$ cat config.mk
export PLATFORM = sky130hd
export DESIGN_NAME = spi9_display_tx
export DESIGN_NICKNAME = d
export VERILOG_FILES = /design/src/rtl/spi9_pkg.sv /design/src/rtl/spi9_reset_sync.sv /design/src/rtl/spi9_delay_timer.sv /design/src/rtl/spi9_word_shifter.sv /design/src/rtl/spi9_link_fsm.sv /design/src/rtl/spi9_display_tx.sv
export SDC_FILE = /design/constraint.sdc
export NUM_CORES = 1
export LEC_CHECK = 0
export CORE_UTILIZATION = 41
export DETAILED_ROUTE_END_ITERATION = 7
export SKIP_LAST_GASP = 1
export SYNTH_ARGS = -nofsm -noshare
export SYNTH_HDL_FRONTEND = slang
export SYNTH_SLANG_ARGS = --single-unit
$ cat constraint.sdc
create_clock -name clk -period 1.1 [get_ports clk]
set_input_delay 0.11 -clock clk [delete_from_list [all_inputs] [get_ports clk]]
set_output_delay 0.11 -clock clk [all_outputs]
set_load 0.01 [all_outputs]
$ cat src/rtl/spi9_pkg.sv
package spi9_pkg;

  typedef enum logic [2:0] {
    LNK_OFF   = 3'd0,
    LNK_LEAD  = 3'd1,
    LNK_READY = 3'd2,
    LNK_SETUP = 3'd3,
    LNK_HOLD  = 3'd4,
    LNK_TRAIL = 3'd5
  } link_state_t;

  function automatic int max4(input int a, input int b, input int c, input int d);
    int m;
    m = a;
    if (b > m) m = b;
    if (c > m) m = c;
    if (d > m) m = d;
    return m;
  endfunction

endpackage

$ cat src/rtl/spi9_reset_sync.sv
module spi9_reset_sync #(
  parameter int STAGES = 2
) (
  input  logic clk,
  input  logic rst_n,
  output logic rst_sync_n
);
  logic [STAGES-1:0] chain_q;

  always_ff @(posedge clk or negedge rst_n) begin
    if (!rst_n) chain_q <= '0;
    else        chain_q <= {chain_q[STAGES-2:0], 1'b1};
  end

  assign rst_sync_n = chain_q[STAGES-1];
endmodule

$ cat src/rtl/spi9_delay_timer.sv
module spi9_delay_timer #(
  parameter int CNT_W = 4
) (
  input  logic             clk,
  input  logic             rst_n,
  input  logic             load,
  input  logic [CNT_W-1:0] load_val,
  output logic             expired
);
  logic [CNT_W-1:0] cnt_q, cnt_d;

  always_comb begin
    cnt_d = cnt_q;
    if (load)               cnt_d = load_val;
    else if (cnt_q != '0)   cnt_d = cnt_q - 1'b1;
  end

  always_ff @(posedge clk or negedge rst_n) begin
    if (!rst_n) cnt_q <= '0;
    else        cnt_q <= cnt_d;
  end

  assign expired = (cnt_q == '0);
endmodule

$ cat src/rtl/spi9_word_shifter.sv
module spi9_word_shifter #(
  parameter int WORD_W = 9
) (
  input  logic              clk,
  input  logic              rst_n,
  input  logic              load,
  input  logic [WORD_W-1:0] load_word,
  input  logic              advance,
  output logic              bit_out,
  output logic              on_last
);
  localparam int IDX_W = $clog2(WORD_W);

  logic [WORD_W-1:0] word_q, word_d;
  logic [IDX_W-1:0]  left_q, left_d;

  always_comb begin
    word_d = word_q;
    left_d = left_q;
    if (load) begin
      word_d = load_word;
      left_d = IDX_W'(WORD_W - 1);
    end else if (advance) begin
      word_d = {word_q[WORD_W-2:0], 1'b0};
      left_d = left_q - 1'b1;
    end
  end

  always_ff @(posedge clk or negedge rst_n) begin
    if (!rst_n) begin
      word_q <= '0;
      left_q <= '0;
    end else begin
      word_q <= word_d;
      left_q <= left_d;
    end
  end

  assign bit_out = word_q[WORD_W-1];
  assign on_last = (left_q == '0);
endmodule

$ cat src/rtl/spi9_link_fsm.sv
module spi9_link_fsm
  import spi9_pkg::*;
#(
  parameter bit CLK_PHASE      = 1'b0,
  parameter int SETUP_CYCLES   = 4,
  parameter int PULSE_CYCLES   = 4,
  parameter int POST_EN_CYCLES = 8,
  parameter int PRE_DIS_CYCLES = 8,
  parameter int CNT_W          = 4
) (
  input  logic             clk,
  input  logic             rst_n,
  input  logic             open_req,
  input  logic             close_req,
  input  logic             byte_valid,
  input  logic             timer_expired,
  input  logic             bit_last,
  output logic             byte_ready,
  output logic             word_load,
  output logic             word_advance,
  output logic             timer_load,
  output logic [CNT_W-1:0] timer_val,
  output logic             sck,
  output logic             cs_enabled
);
  localparam logic [CNT_W-1:0] T_SETUP = CNT_W'(SETUP_CYCLES - 1);
  localparam logic [CNT_W-1:0] T_PULSE = CNT_W'(PULSE_CYCLES - 1);
  localparam logic [CNT_W-1:0] T_POST  = CNT_W'(POST_EN_CYCLES - 1);
  localparam logic [CNT_W-1:0] T_PRE   = CNT_W'(PRE_DIS_CYCLES - 1);

  link_state_t state_q, state_d;
  logic        sck_q, sck_d;
  logic        cs_q, cs_d;

  always_comb begin
    state_d      = state_q;
    sck_d        = sck_q;
    cs_d         = cs_q;
    word_load    = 1'b0;
    word_advance = 1'b0;
    timer_load   = 1'b0;
    timer_val    = '0;
    unique case (state_q)
      LNK_OFF: begin
        if (open_req) begin
          cs_d       = 1'b1;
          state_d    = LNK_LEAD;
          timer_load = 1'b1;
          timer_val  = T_POST;
        end
      end
      LNK_LEAD: begin
        if (timer_expired) state_d = LNK_READY;
      end
      LNK_READY: begin
        if (byte_valid) begin
          word_load  = 1'b1;
          sck_d      = ~CLK_PHASE;
          state_d    = LNK_SETUP;
          timer_load = 1'b1;
          timer_val  = T_SETUP;
        end else if (close_req) begin
          state_d    = LNK_TRAIL;
          timer_load = 1'b1;
          timer_val  = T_PRE;
        end
      end
      LNK_SETUP: begin
        if (timer_expired) begin
          sck_d      = CLK_PHASE;
          state_d    = LNK_HOLD;
          timer_load = 1'b1;
          timer_val  = T_PULSE;
        end
      end
      LNK_HOLD: begin
        if (timer_expired) begin
          if (bit_last) begin
            state_d = LNK_READY;
          end else begin
            word_advance = 1'b1;
            sck_d        = ~CLK_PHASE;
            state_d      = LNK_SETUP;
            timer_load   = 1'b1;
            timer_val    = T_SETUP;
          end
        end
      end
      LNK_TRAIL: begin
        if (timer_expired) begin
          cs_d    = 1'b0;
          state_d = LNK_OFF;
        end
      end
      default: state_d = LNK_OFF;
    endcase
  end

  always_ff @(posedge clk or negedge rst_n) begin
    if (!rst_n) begin
      state_q <= LNK_OFF;
      sck_q   <= CLK_PHASE;
      cs_q    <= 1'b0;
    end else begin
      state_q <= state_d;
      sck_q   <= sck_d;
      cs_q    <= cs_d;
    end
  end

  assign byte_ready = (state_q == LNK_READY);
  assign sck        = sck_q;
  assign cs_enabled = cs_q;
endmodule

$ cat src/rtl/spi9_display_tx.sv
module spi9_display_tx
  import spi9_pkg::*;
#(
  parameter int DATA_W         = 8,
  parameter bit CLK_PHASE      = 1'b0,
  parameter bit CS_ACTIVE      = 1'b0,
  parameter int SETUP_CYCLES   = 4,
  parameter int PULSE_CYCLES   = 4,
  parameter int POST_EN_CYCLES = 8,
  parameter int PRE_DIS_CYCLES = 8
) (
  input  logic              clk,
  input  logic              rst_n,
  input  logic              cmd_set_dc,
  input  logic              dc_value,
  input  logic              cmd_open,
  input  logic              cmd_close,
  input  logic              byte_valid,
  input  logic [DATA_W-1:0] byte_data,
  output logic              byte_ready,
  output logic              sck,
  output logic              sda,
  output logic              cs
);
  localparam int WORD_W  = DATA_W + 1;
  localparam int MAX_CYC = max4(SETUP_CYCLES, PULSE_CYCLES, POST_EN_CYCLES, PRE_DIS_CYCLES);
  localparam int CNT_W   = $clog2(MAX_CYC + 1);

  logic             rst_sync_n;
  logic             dc_q, dc_d;
  logic             word_load, word_advance, bit_last;
  logic             timer_load, timer_expired;
  logic [CNT_W-1:0] timer_val;
  logic             cs_enabled;

  spi9_reset_sync #(.STAGES(2)) u_rst (
    .clk        (clk),
    .rst_n      (rst_n),
    .rst_sync_n (rst_sync_n)
  );

  always_comb begin
    dc_d = dc_q;
    if (cmd_set_dc) dc_d = dc_value;
  end

  always_ff @(posedge clk or negedge rst_sync_n) begin
    if (!rst_sync_n) dc_q <= 1'b0;
    else             dc_q <= dc_d;
  end

  spi9_link_fsm #(
    .CLK_PHASE      (CLK_PHASE),
    .SETUP_CYCLES   (SETUP_CYCLES),
    .PULSE_CYCLES   (PULSE_CYCLES),
    .POST_EN_CYCLES (POST_EN_CYCLES),
    .PRE_DIS_CYCLES (PRE_DIS_CYCLES),
    .CNT_W          (CNT_W)
  ) u_fsm (
    .clk           (clk),
    .rst_n         (rst_sync_n),
    .open_req      (cmd_open),
    .close_req     (cmd_close),
    .byte_valid    (byte_valid),
    .timer_expired (timer_expired),
    .bit_last      (bit_last),
    .byte_ready    (byte_ready),
    .word_load     (word_load),
    .word_advance  (word_advance),
    .timer_load    (timer_load),
    .timer_val     (timer_val),
    .sck           (sck),
    .cs_enabled    (cs_enabled)
  );

  spi9_delay_timer #(.CNT_W(CNT_W)) u_timer (
    .clk      (clk),
    .rst_n    (rst_sync_n),
    .load     (timer_load),
    .load_val (timer_val),
    .expired  (timer_expired)
  );

  spi9_word_shifter #(.WORD_W(WORD_W)) u_shift (
    .clk       (clk),
    .rst_n     (rst_sync_n),
    .load      (word_load),
    .load_word ({dc_q, byte_data}),
    .advance   (word_advance),
    .bit_out   (sda),
    .on_last   (bit_last)
  );

  assign cs = cs_enabled ? CS_ACTIVE : ~CS_ACTIVE;
endmodule

==> results of run 1 <==
==> per-layer routing <==
| metal | routed length, um | up-vias |
|---|---|---|
| met4 | 42 | 0 |
| met1 | 1500 | 603 |
| met5 | 0 | - |
| li1 | - | 624 |
| met3 | 80 | 6 |
| met2 | 1720 | 28 |
==> layout by cell type, fill, tap and decap left out, drive strengths merged, types with 3 or more instances in the layout <==
master          n
nor3b           4
inv             8
clkdlybuf4s50  14
o21ai           4
clkbuf          4
ha              3
a31oi           3
nand3          17
dfrtp          25
buf            44
nand2          24
a21oi           6
and2            3
nor2            9
==> timing repair <==
action                                  CTS  global route
cloned                                    1             1
resized for setup                        29            33
buffers inserted                          4             2
hold buffers                              1             0
hold endpoints to repair                  2             0
pin swaps                                16            12
endpoints found under the setup margin   26            25
==> kinds of logic (layout without fill, tap and decap cells) <==
family,Yosys count,count (layout),synth area share [%]
AND/OR/NAND/NOR,74,75,29.7
flip-flops,25,25,46.9
AO/OA/AOI/OAI,22,22,10.8
buffers and inverters,16,72,7.22
adder cells (fa/ha/maj),3,3,2.81
multiplexers,2,2,1.59
other,1,1,0.281
XOR/XNOR,1,1,0.657
==> cell type report <==
type,count,area (um^2),area share [%]
clock buffer,3,22.5,1.09
clock inverter,1,7.51,0.362
inverter,8,30.0,1.45
multi-input combinational,104,833,40.2
sequential,25,628,30.3
tap,44,55.1,2.66
timing repair buffer,60,497,24.0
==> final timing paths <==
check,cells after the start,startpoint,slack (ps),to
setup / recovery,6,u_timer.cnt_q[1],-610,u_shift.left_q[2]
hold / removal,1,u_rst.chain_q[1],230,u_fsm.sck
setup reg to reg,6,u_timer.cnt_q[1],-610,u_shift.left_q[2]
hold reg to reg,1,u_rst.chain_q[1],230,u_fsm.sck
max in group asynchronous,2,rst_n,530,u_rst.chain_q[1]
min in group clk,3,byte_data[0],310,u_shift.word_q[0]
==> stage by stage <==
stage	instance area, um^2	util [%]	setup slack (ps)
5_1_grt	2070	67.4	-702
3_5_place_dp	1820	59.1	-629
4_1_cts	1960	63.6	-569
3_3_place_gp	1820	59.1	-570
2_1_floorplan	1390	-	-617
6_report	2070	67.4	-614
==> power by group through the flow <==
stage	combinational, mW	sequential, mW	clock [mW]
floorplan	1.19	1.57	0
global placement	2.08	1.58	0
detailed placement	2.16	1.59	0
CTS	2.37	1.59	0.437
global route	2.75	1.70	0.468
finish	2.51	1.65	0.429
==> registers in the layout (all words and copies together) (netlist names) <==
| signal | count |
|---|---|
| u_shift.word_q | 9 |
| u_shift.left_q | 4 |
| u_timer.cnt_q | 4 |
| u_fsm.state_q | 3 |
| u_rst.chain_q | 2 |
| dc_q | 1 |
| u_fsm.cs_enabled | 1 |
| u_fsm.sck | 1 |
==> worst max-delay path: stages (launching register included) <==
cell and delay, ps:
dfrtp_1 420, inv_1 80, ha_2 190, nor4b_4 320, and3_4 320, a21oi_2 70
a31o_2 210
==> summary.md, run 1 <==
| Metric | Value |
|---|---|
| Max-cap violations | `0` |
| Crit Path Class | `reg -> reg` |
| Post-Synthesis Cells | `about 140` |
| Met1 usage | `between 20% and 30%` |
| Post-synthesis async set-or-reset flop share | `between 90% and 100%` |
| EDFF count, synth | `0` |
| Max FO, Critical Path | `6` |
| Status | `finished with violations` |
| Hold Path Class | `reg -> async` |
| Ports | `19` |
| Worst EP required | `about 1300 ps` |
| PortBufs | `18` |
| Flop pwr share | `36.0%` |
| Dpl hpwl | `between 2 and 2.5 mm` |
| FP Rows | `20` |
| Post-layout min period | `between 1500 and 2000 ps` |
| Met3 Use GR | `between 2 and 3%` |
| # placed instances | `roughly 230` |
| Setup TNS Final | `-11,520 ps` |
| ANT nets after route | `0` |
| Setup ws final | `-614 ps` |
| Top-count cell post-synth | `dfrtp_1` |
| DRT iter0 DRCs | `54` |
| Clk slew on worst S/H paths | `approximately 150 ps` |
| Mapped Area | `~1300 um^2` |
| Final setup fails | `23` |
| Starting Density | `between 40% and 50%` |
| Most used DFF post-synth | `dfrtp_1` |
| Busiest grt layer | `met2` |
| Failing checks | `negative setup slack` |
| H-tree levels | `1` |
| Gr usage total | `between 20% and 30%` |
| Routed WL | `approximately 3.3 mm` |
| Pwr Total | `between 4 and 5 mW` |
| Fin crit share | `156%` |
| Die Ht | `a little under 60 um` |
| Startpoint types | `flip-flop` |
| Yosys reg bits | `25` |
| Layout cell share with drive strength beyond 1 | `approximately 49%` |
| Most frequent cells after synthesis | `dfrtp_1, nand2_1, nand3_1, nor2_1, inv_1` |
| Cts bufs inserted | `3` |
| Drt pass-1 iters | `4` |
| Sw Pwr | `1.76 mW` |
| Power Internal | `2.83 mW` |
| Clk_lat worst skew | `approximately 320 ps` |
| Hold WS | `about 230 ps` |
| Final Non-Filler Cells | `245` |
| Net Sw Frac | `38.3%` |
| Leakage | `~0.95 nW` |
| YS warnings | `0` |
| Power Density | `~2200 nW/um^2` |
| Total clock sinks | `25` |
| Antenna diode count | `0` |
| Worst Setup End Kind | `flip-flop` |
| Yosys top cell area share | `46.9%` |
| Met2 usage | `approximately 34%` |
| Critical Path AT | `slightly below 2000 ps` |
| Worst clock skew | `approximately 5.6 ps` |
| Vias per cell | `between 5 and 6` |
| Synth Net Count | `~160` |
| GRT overflow | `0` |
| Routed WL per cell | `about 14 um` |
| Clk root buf | `clkbuf_4` |
| DR DRC count | `0` |
| Vias in the first global route | `around 1,200` |
| F_max | `583 MHz` |
| Peak VDD IR | `roughly 1.2 mV` |
| Filler cell count | `251` |
| Clock group share of total power | `approximately a tenth` |
| Slew Viols, Final | `0` |
| Synthesis-to-layout area growth | `55.4%` |
| Sequential-to-total area share from yosys stat | `between 40% and 50%` |
| Die Area | `3490 um^2` |
| Area leader, netlist | `dfrtp_1` |
| First-pass GRT wire length | `~5.3 mm` |
| Distinct cells, synth | `40` |
| Initial antenna violation count | `0` |
| Power share of the combinational group | `a little over half` |
| Die W | `between 50 and 60 um` |
| CTS tree | `built` |
| Total number of vias | `1,261` |
| Largest net degree at the start of global routing | `24` |
| Clock Path Buffers | `2` |
| Final hold vios | `0` |
| RSZ-0062 raised after global routing | `yes` |
| Nets@finish | `between 200 and 250` |
| Synth top area cells | `dfrtp_1, nand2_1, nand3_1` |
| Core area | `a little over 3000 um^2` |
| RD Place Congestion | `a little under 0.8` |
| Syn avg cell area | `a little over 9 um^2` |
(Power assumes the default switching activity.)
==> inputs of run 2 (changes only) <==
RECOVER_POWER = 100   (was unset)
SYNTH_HIERARCHICAL = 1   (was unset)
==> summary.md, run 2 <==
| Metric | Value |
|---|---|
| Status | `finished with violations` |
| Failing checks | `negative setup slack` |
| Yosys reg bits | `25 (unchanged)` |
| Setup ws final | `-1040 ps (-423 ps)` |
| Power Density | `2330 nW/um^2 (+5.2%)` |
| Clk root buf | `clkbuf_4` |
| Synth Area in Simple Gates | `19.6% (-10 points)` |
| Peak VDD IR | `1.04 mV (-12%)` |
| Reg2Reg Depth | `9 (+3)` |
| Syn avg cell area | `10.4 um^2 (+12%)` |
| Largest net degree at the start of global routing | `24 (unchanged)` |
| Worst Setup End Kind | `flip-flop` |
| Gr usage total | `17.9% (-2.3 points)` |
| Clock Path Buffers | `2 (unchanged)` |
| Filler cell count | `301 (+20%)` |
| Relative slew slack | `61.2%` |
| CTS tree | `built` |
| RD Place Congestion | `0.863 (+12%)` |
| Post-synthesis mux area share | `10.2% (+8.6 points)` |
| Post-Synth Adder-Cell Area | `2.62% (-0.20 points)` |
| Top-count cell post-synth | `dfrtp_1` |
| Most used DFF post-synth | `dfrtp_1` |
| Power Internal | `2.96 mW (+4.5%)` |
| Die Ht | `61.2 um (+3.6%)` |
| Largest registers | `u_shift/word_q: 9 flops, u_shift/left_q: 4 flops, u_timer/cnt_q: 4 flops` |
| Vias per cell | `4.92 (-4.4%)` |
| Max reg flops | `9 (unchanged)` |
| RSZ-0062 raised after global routing | `yes` |
| Net Sw Frac | `36.5% (-1.8 points)` |
| Max stage delay on crit path | `430 ps (about the same)` |
| Startpoint types | `flip-flop` |
| EDFF count, synth | `0 (unchanged)` |
| Critical path's slowest cell | `or4_4` |
| Worst clock skew | `7.72 ps (+2.14 ps)` |
| Core area | `3340 um^2 (+8.4%)` |
| FP Rows | `21 (+5.0%)` |
| Area leader, netlist | `dfrtp_1` |
| Most frequent cells after synthesis | `dfrtp_1, mux2i_1, nand2_1, o21ai_0, inv_1` |
| Final hold vios | `0 (unchanged)` |
| Pwr Total | `4.66 mW (+1.6%)` |
| Flop pwr share | `34.0% (-2.0 points)` |
| Starting Density | `43.0% (-0.33 points)` |
| Max FO, Critical Path | `3 (-3)` |
| Die W | `61.2 um (+3.6%)` |
| Largest family of logic cells by synthesized area | `simple AND/OR/NAND/NOR gates` |
| Synth Area in XOR/XNOR | `1.22% (+0.56 points)` |
| Final setup fails | `23 (unchanged)` |
| Mapped Area | `1440 um^2 (+7.6%)` |
| Clock group share of total power | `9.1% (-0.3 points)` |
| PortBufs | `18 (unchanged)` |
| Sequential Area | `626 um^2 (-0.40%)` |
| Worst EP required | `1320 ps (about the same)` |
| Clk slew on worst S/H paths | `150 ps (about the same)` |
| Ports | `19 (unchanged)` |
| Initial antenna violation count | `0 (unchanged)` |
| Cell Chain, Critical Path | `inv_2 > ha_4 > nor3b_4 > nand2_2 > or4_4 > o211ai_1 > buf_4 > nor3b_2 > a221o_1` |
| Layout cell share with drive strength beyond 1 | `35.9% (-13 points)` |
| Slew Viols, Final | `0 (unchanged)` |
| Sequential-to-total area share from yosys stat | `43.6% (-3.3 points)` |
| Total number of vias | `1,171 (-7.1%)` |
| Top reg by flops | `u_shift/word_q` |
| Power share of the combinational group | `56.8% (+2.2 points)` |
| YS warnings | `6 (+6)` |
| Die Area | `3740 um^2 (+7.3%)` |
| F_max | `468 MHz (-20%)` |
| Multi-input logic area | `721 um^2 (-14%)` |
| Total clock sinks | `25 (unchanged)` |
| Antenna diode count | `0 (unchanged)` |
| Hold Path Class | `in -> reg` |
| Crit Path Class | `reg -> reg` |
| Sw Pwr | `1.70 mW (-3.1%)` |
| Critical Path AT | `2350 ps (+410 ps)` |
| Dpl hpwl | `2.12 mm (-10%)` |
| Clk_lat worst skew | `320 ps (about the same)` |
| Commonest non-fill, non-tap cell in the layout | `buf_4` |
| Synthesis-to-layout area growth | `39.5%` |
| ANT nets after route | `0 (unchanged)` |
| First-pass GRT wire length | `4.93 mm (-6.5%)` |
| H-tree levels | `1 (unchanged)` |
| Yosys top cell area share | `43.6% (-3.3 points)` |
| Routed WL | `2.89 mm (-14%)` |
| Post-Synthesis Cells | `138 (-4.2%)` |
| Worst Max-Slew Pin Slew | `just under 600 ps` |
| Hold depth | `3` |
| Distinct cells, synth | `43 (+7.5%)` |
| Synth top area cells | `dfrtp_1, mux2i_1, buf_6` |
| Fin crit share | `194% (+38 points)` |
| Post-synthesis async set-or-reset flop share | `100% (unchanged)` |
| Cts bufs inserted | `3 (unchanged)` |
| Vias in the first global route | `1,134 (-3.8%)` |
| DRT iter0 DRCs | `13 (-76%)` |
| Most frequent cells in the layout | `buf_4, dfrtp_1, clkdlybuf4s50_1` |
| Post-layout min period | `2140 ps (+423 ps)` |
| Leakage | `0.857 nW (-9.8%)` |
| Max-cap violations | `0 (unchanged)` |
| Drt pass-1 iters | `4 (unchanged)` |
| Nets@finish | `211 (-4.1%)` |
| Routed WL per cell | `12.1 um (-11%)` |
| GRT overflow | `0 (unchanged)` |
| DR DRC count | `0 (unchanged)` |
| Setup WS pre-CTS | `-1050 ps (-422 ps)` |
| Synth Net Count | `156 (-3.7%)` |
| Compound-Gate Fraction of Synth Area | `13.1% (+2.3 points)` |
-- run 2: changes by cell type in the layout (fill, tap and decap cells not counted), sizes merged, moves of 3 or more --
| cell | change |
|---|---|
| nand3 | -14 |
| mux2i | +11 |
| nand2 | -11 |
| o21ai | +10 |
| nor2 | -5 |
| clkbuf | +4 |
| a31oi | -3 |
| buf | -3 |
| nand2b | +3 |
-- run 2: repair_timing --
item	4_1_cts	5_1_grt
setup buffers	7	2
gates cloned	0	1
hold buffers	1	0
endpoints found under the hold margin	2	0
resized for setup	22	11
pin swaps	5	2
setup endpoints to repair	26	25
-- run 2: cells by family after synthesis --
group | Yosys count
compound gates | 30
xor+xnor | 2
fa+ha+maj | 3
buf+inv | 18
flops | 25
mux | 14
other cells | 2
simple gates | 44
-- run 2: worst paths after layout --
path                                  startpoint                 to  slack (ps)
worst max-delay path            u_timer/cnt_q[0]   u_timer/cnt_q[3]       -1040
worst min-delay path                byte_data[7]  u_shift/word_q[7]         310
worst max register to register  u_timer/cnt_q[0]   u_timer/cnt_q[3]       -1040
worst min register to register  u_rst/chain_q[1]   u_fsm/cs_enabled         330
max in group asynchronous       u_rst/chain_q[1]  u_shift/left_q[0]         390
min in group asynchronous       u_rst/chain_q[1]   u_fsm/cs_enabled         330
-- run 2: layout make-up --
| class | instances | share of cell area, % |
|---|---|---|
| clock inverters | 1 | 0.375 |
| well taps | 46 | 2.88 |
| repair buffers | 61 | 26.8 |
| clock buffers | 3 | 1.13 |
| multi-input cells | 95 | 36.0 |
| inverters | 7 | 1.56 |
| flip-flops and latches | 25 | 31.3 |
-- run 2: layer usage --
metal	routed length (um)	global-route usage, %	vias up
li1	-	-	588
met3	59	2.52	2
met1	1320	22.7	565
met2	1500	31.8	16
met4	10	4.87	0
met5	0	0	-
-- run 2: through the flow --
stage | cells | cell area (um^2) | utilization [%] | TNS (ps) | hold WS (ps)
2_1_floorplan | 138 | 1450 | - | -18730 | -186
3_3_place_gp | 224 | 1850 | 55.3 | -17380 | 225
3_5_place_dp | 224 | 1850 | 55.3 | -18990 | 227
4_1_cts | 235 | 1960 | 58.8 | -18860 | 245
5_1_grt | 238 | 2000 | 60.0 | -21440 | 304
6_report | 238 | 2000 | 60.0 | -19150 | 312
-- run 2: power by group through the flow --
stage | sequential, mW | combinational (mW) | clock, mW
final | 1.59 | 2.65 | 0.426
after global routing | 1.63 | 2.96 | 0.497
after CTS | 1.59 | 2.59 | 0.457
after detailed placement | 1.61 | 2.37 | 0
after global placement | 1.59 | 2.30 | 0
after floorplan | 1.61 | 1.46 | 0
-- run 2: critical path, delay by kind of cell, from the launching register on --
| kind | cells | cell delay (ps) |
|---|---|---|
| compound gates | 2 | 430 |
| fa+ha+maj | 1 | 140 |
| simple gates | 4 | 800 |
| flops | 1 | 420 |
| buf+inv | 2 | 260 |
==> inputs of run 3 (changes only) <==
CELL_PAD_IN_SITES_DETAIL_PLACEMENT = 1   (was unset)
CELL_PAD_IN_SITES_GLOBAL_PLACEMENT = 1   (was unset)
CORE_UTILIZATION = 40   (was 41)
PLACE_DENSITY_LB_ADDON = 0.1   (was unset)
SYNTH_HIERARCHICAL = unset   (was 1)
==> summary.md, run 3 <==
| Metric | Value |
|---|---|
| Total clock sinks | `25 (unchanged)` |
| EDFF count, synth | `0 (unchanged)` |
| Initial antenna violation count | `1` |
| Post-synthesis mux area share | `1.59% (-8.6 points)` |
| Top-count cell post-synth | `dfrtp_1` |
| Yosys top cell area share | `46.9% (+3.3 points)` |
| Area leader, netlist | `dfrtp_1` |
| YS warnings | `0 (-6)` |
| Compound-Gate Fraction of Synth Area | `10.8% (-2.3 points)` |
| # placed instances | `234 (+4.5%)` |
| Post-synthesis async set-or-reset flop share | `100% (unchanged)` |
| Error msg | `[ERROR DPL-0033] detailed placement checks failed during check placement.` |
| Synth Net Count | `162 (+3.8%)` |
| Mapped Area | `1330 um^2 (-7.1%)` |
| Largest net degree at the start of global routing | `24` |
| Dpl hpwl | `2.91 mm (+38%)` |
| Cell Area, Placed | `1830 um^2 (-0.81%)` |
| Yosys reg bits | `25 (unchanged)` |
| Worst ep type | `register data pin` |
| Die W | `59.7 um (-2.3%)` |
| Clk root buf | `clkbuf_4` |
| Starting Density | `43.0% (about the same)` |
| Sequential-to-total area share from yosys stat | `46.9% (+3.3 points)` |
| PortBufs | `18 (unchanged)` |
| Ports | `19 (unchanged)` |
| Most used DFF post-synth | `dfrtp_1` |
| Status | `stopped before the end` |
| Most frequent cells after synthesis | `dfrtp_1, nand2_1, nand3_1, nor2_1, inv_1` |
| Synth Area in XOR/XNOR | `0.657% (-0.56 points)` |
| Syn avg cell area | `9.26 um^2 (-11%)` |
| Stop stage | `5_1_grt` |
| Die Ht | `59.7 um (-2.3%)` |
| Post-Synth Adder-Cell Area | `2.81% (+0.20 points)` |
| Largest family of logic cells by synthesized area | `simple AND/OR/NAND/NOR gates` |
| Clock Path Buffers | `2 (unchanged)` |
| H-tree levels | `1 (unchanged)` |
| Synth Area in Simple Gates | `29.7% (+10 points)` |
| FP Rows | `20 (-4.8%)` |
| Synth top area cells | `dfrtp_1, nand2_1, nand3_1` |
| Distinct cells, synth | `40 (-7.0%)` |
| RD Place Congestion | `0.813 (-5.8%)` |
| Cts bufs inserted | `3 (unchanged)` |
| Post-Synthesis Cells | `144 (+4.3%)` |
| Worst setup endpoint GRT | `u_timer.cnt_q[1]$_DFFE_PN0P_/D` |
==> run 3: cell count changes after synthesis, sizes merged, moves of 5 or more <==
cell | previous run | this run
nand3 | 3 | 17
mux2i | 12 | 1
nand2 | 13 | 24
o21ai | 14 | 4
buf | 10 | 5
nor2 | 4 | 9
==> run 3: kinds of logic after synthesis <==
| logic type | count (synthesis) |
|---|---|
| fa+ha+maj | 3 |
| compound gates | 22 |
| buf+inv | 16 |
| xor+xnor | 1 |
| flops | 25 |
| mux | 2 |
| simple gates | 74 |
| other cells | 1 |
==> run 3: stage by stage <==
step	utilization, %	setup slack [ps]	hold WS [ps]
4_1_cts	66.9	-525	239
3_3_place_gp	59.0	-547	227
3_5_place_dp	59.0	-627	229
2_1_floorplan	-	-617	-186
==> run 3: what timing repair did <==
item,4_1_cts
pin swaps,18
hold buffers,1
hold endpoints to repair,2
setup endpoints to repair,26
cloned,1
setup buffers,9
resized for setup,51
==> inputs of run 4 (changes only) <==
CELL_PAD_IN_SITES_DETAIL_PLACEMENT = unset   (was 1)
CELL_PAD_IN_SITES_GLOBAL_PLACEMENT = unset   (was 1)
CORE_UTILIZATION = 26   (was 40)
PLACE_DENSITY_LB_ADDON = 0.15   (was 0.1)
==> summary.md, run 4 (synthesized netlist as in run 1, its figures left out) <==
| Metric | Value |
|---|---|
| CTS tree | `built` |
| Critical Path AT | `1800 ps` |
| Setup ws final | `-530 ps` |
| Clk_lat worst skew | `approximately 280 ps` |
| Total number of vias | `1,263` |
| Die Ht | `73.6 um (+23%)` |
| Vias per cell | `between 4 and 5` |
| Worst clock skew | `between 4 and 5 ps` |
| Slew Viols, Final | `0` |
| Clk root buf | `clkbuf_8` |
| ANT nets after route | `0` |
| Power Density | `2300 nW/um^2` |
| Cell Area, Placed | `1850 um^2 (+1.2%)` |
| Largest registers | `u_shift.word_q: 9 flops, u_shift.left_q: 4 flops, u_timer.cnt_q: 4 flops` |
| Power share of the combinational group | `55.6%` |
| Nets@finish | `226` |
| Routed WL | `approximately 3.5 mm` |
| H-tree levels | `1 (unchanged)` |
| Largest net degree at the start of global routing | `16` |
| Clock Path Buffers | `2 (unchanged)` |
| Peak VDD IR | `0.725 mV` |
| Gr usage total | `between 10 and 15%` |
| Cts bufs inserted | `3 (unchanged)` |
| Synthesis-to-layout area growth | `59.5%` |
| First-pass GRT wire length | `roughly 6 mm` |
| RSZ-0062 raised after global routing | `yes` |
| Antenna diode count | `0` |
| Max-cap violations | `0` |
| Design area | `2130 um^2` |
| Fin crit share | `148%` |
| Worst EP required | `1270 ps` |
| Hold WS | `339 ps` |
| Most frequent cells in the layout | `buf_4, nand2_1, dfrtp_1` |
| DR DRC count | `0` |
| Commonest non-fill, non-tap cell in the layout | `buf_4` |
| Failing checks | `negative setup slack` |
| Worst Setup End Kind | `flip-flop` |
| Dpl hpwl | `2.41 mm (-17%)` |
| Clock group share of total power | `12.2%` |
| Initial antenna violation count | `0` |
| RD Place Congestion | `0.824 (+1.3%)` |
| Status | `finished with violations` |
| Sw Pwr | `1.78 mW` |
| Total clock sinks | `25 (unchanged)` |
| Top reg by flops | `u_shift.word_q` |
| Net Sw Frac | `36.4%` |
| Max FO, Critical Path | `4` |
| Worst reg-to-reg setup slack | `-530 ps` |
| Starting Density | `27.7% (-15 points)` |
| Layout cell share with drive strength beyond 1 | `around 43%` |
| Hold path start | `byte_data[0]` |
| Reg2Reg Depth | `6` |
| FF-to-FF End | `u_fsm.sck` |
| Hold Path Class | `in -> reg` |
| Reg2reg start | `u_timer.cnt_q[0]` |
| Die W | `73.6 um (+23%)` |
| Startpoint types | `flip-flop` |
| Final setup fails | `23` |
| Core area | `between 4000 and 5000 um^2` |
| Flop pwr share | `roughly a third` |
| Relative slew slack | `54.7%` |
| Final hold vios | `0` |
| DRT iter0 DRCs | `80` |
| Max reg flops | `9` |
| Power Internal | `slightly above 3 mW` |
| FP Rows | `25 (+25%)` |
| Pwr Total | `between 4 and 5 mW` |
| Post-layout min period | `roughly 1600 ps` |
| Drt pass-1 iters | `4` |
| PortBufs | `18 (unchanged)` |
| F_max | `between 600 and 700 MHz` |
| Routed WL per cell | `12.9 um` |
| Crit Path Class | `reg -> reg` |
| Worst Max-Slew Pin Slew | `between 600 and 700 ps` |
| GRT overflow | `0` |
| Worst hold endpoint | `u_shift.word_q[0]` |
| Leakage | `between 0.9 and 1 nW` |
| Die Area | `between 5000 and 6000 um^2` |
| Hold depth | `3` |
| Ports | `19 (unchanged)` |
| Vias in the first global route | `1,256` |
| Clk slew on worst S/H paths | `roughly 100 ps` |
## run 4: critical path, stage by stage, from the launching register on
cell     delay [ps]
dfrtp_1         400
inv_2            70
ha_4            130
or3b_4          400
or3_4           370
nand2_1          80
nand2_1          50
## run 4: metal layers
metal  track usage (%)  wire (um)  vias up  share of wire (%)
met5                 0          0        -                  0
met4              5.77         55        0                1.6
met3              2.06        117        5                3.3
met2              23.0       1650       22                 46
met1              19.8       1730      607                 49
li1                  -          -      629                  -
## run 4: power by group through the flow
stage	clock, mW	combinational, mW	sequential [mW]
after floorplan	0	1.19	1.57
after CTS	0.615	2.49	1.57
final	0.599	2.72	1.58
after global placement	0	2.12	1.56
after global routing	0.645	3.02	1.63
after detailed placement	0	2.17	1.57
## run 4: layout make-up
cell class / count / area [um^2]
Timing Repair Buffer: 66 / 557
Fill cell: 493 / 2690
Sequential cell: 25 / 628
Clock buffer: 3 / 41.3
Multi-Input combinational cell: 104 / 779
Inverter: 8 / 30.0
Tap cell: 67 / 83.8
Clock inverter: 1 / 7.51
## run 4: worst max path at each step
stage | startpoint | end | cells after the start
finish | u_timer.cnt_q[0] | u_fsm.sck | 6
global route | u_shift.left_q[1] | u_shift.left_q[3] | 6
CTS | u_shift.left_q[0] | u_timer.cnt_q[0] | 6
detailed placement | byte_valid | u_shift.word_q[5] | 5
global placement | u_timer.cnt_q[0] | u_shift.left_q[2] | 6
floorplan | u_shift.left_q[0] | u_shift.left_q[2] | 7
## run 4: repair_timing
action | in CTS | in global routing
endpoints found under the setup margin | 26 | 25
hold buffers | 1 | 0
buffers inserted | 8 | 8
hold endpoints to repair | 2 | 0
gates cloned | 1 | 0
pin swaps | 11 | 12
gates resized for setup | 26 | 15
## run 4: stage by stage
step	TNS, ps	worst slack (ps)	cells	util, %
after global placement	-11630	-592	256	38.5
after detailed placement	-11880	-621	256	38.5
after CTS	-9960	-536	268	42.5
final	-9860	-530	274	44.2
after floorplan	-9180	-617	144	-
after global routing	-11560	-608	274	44.2
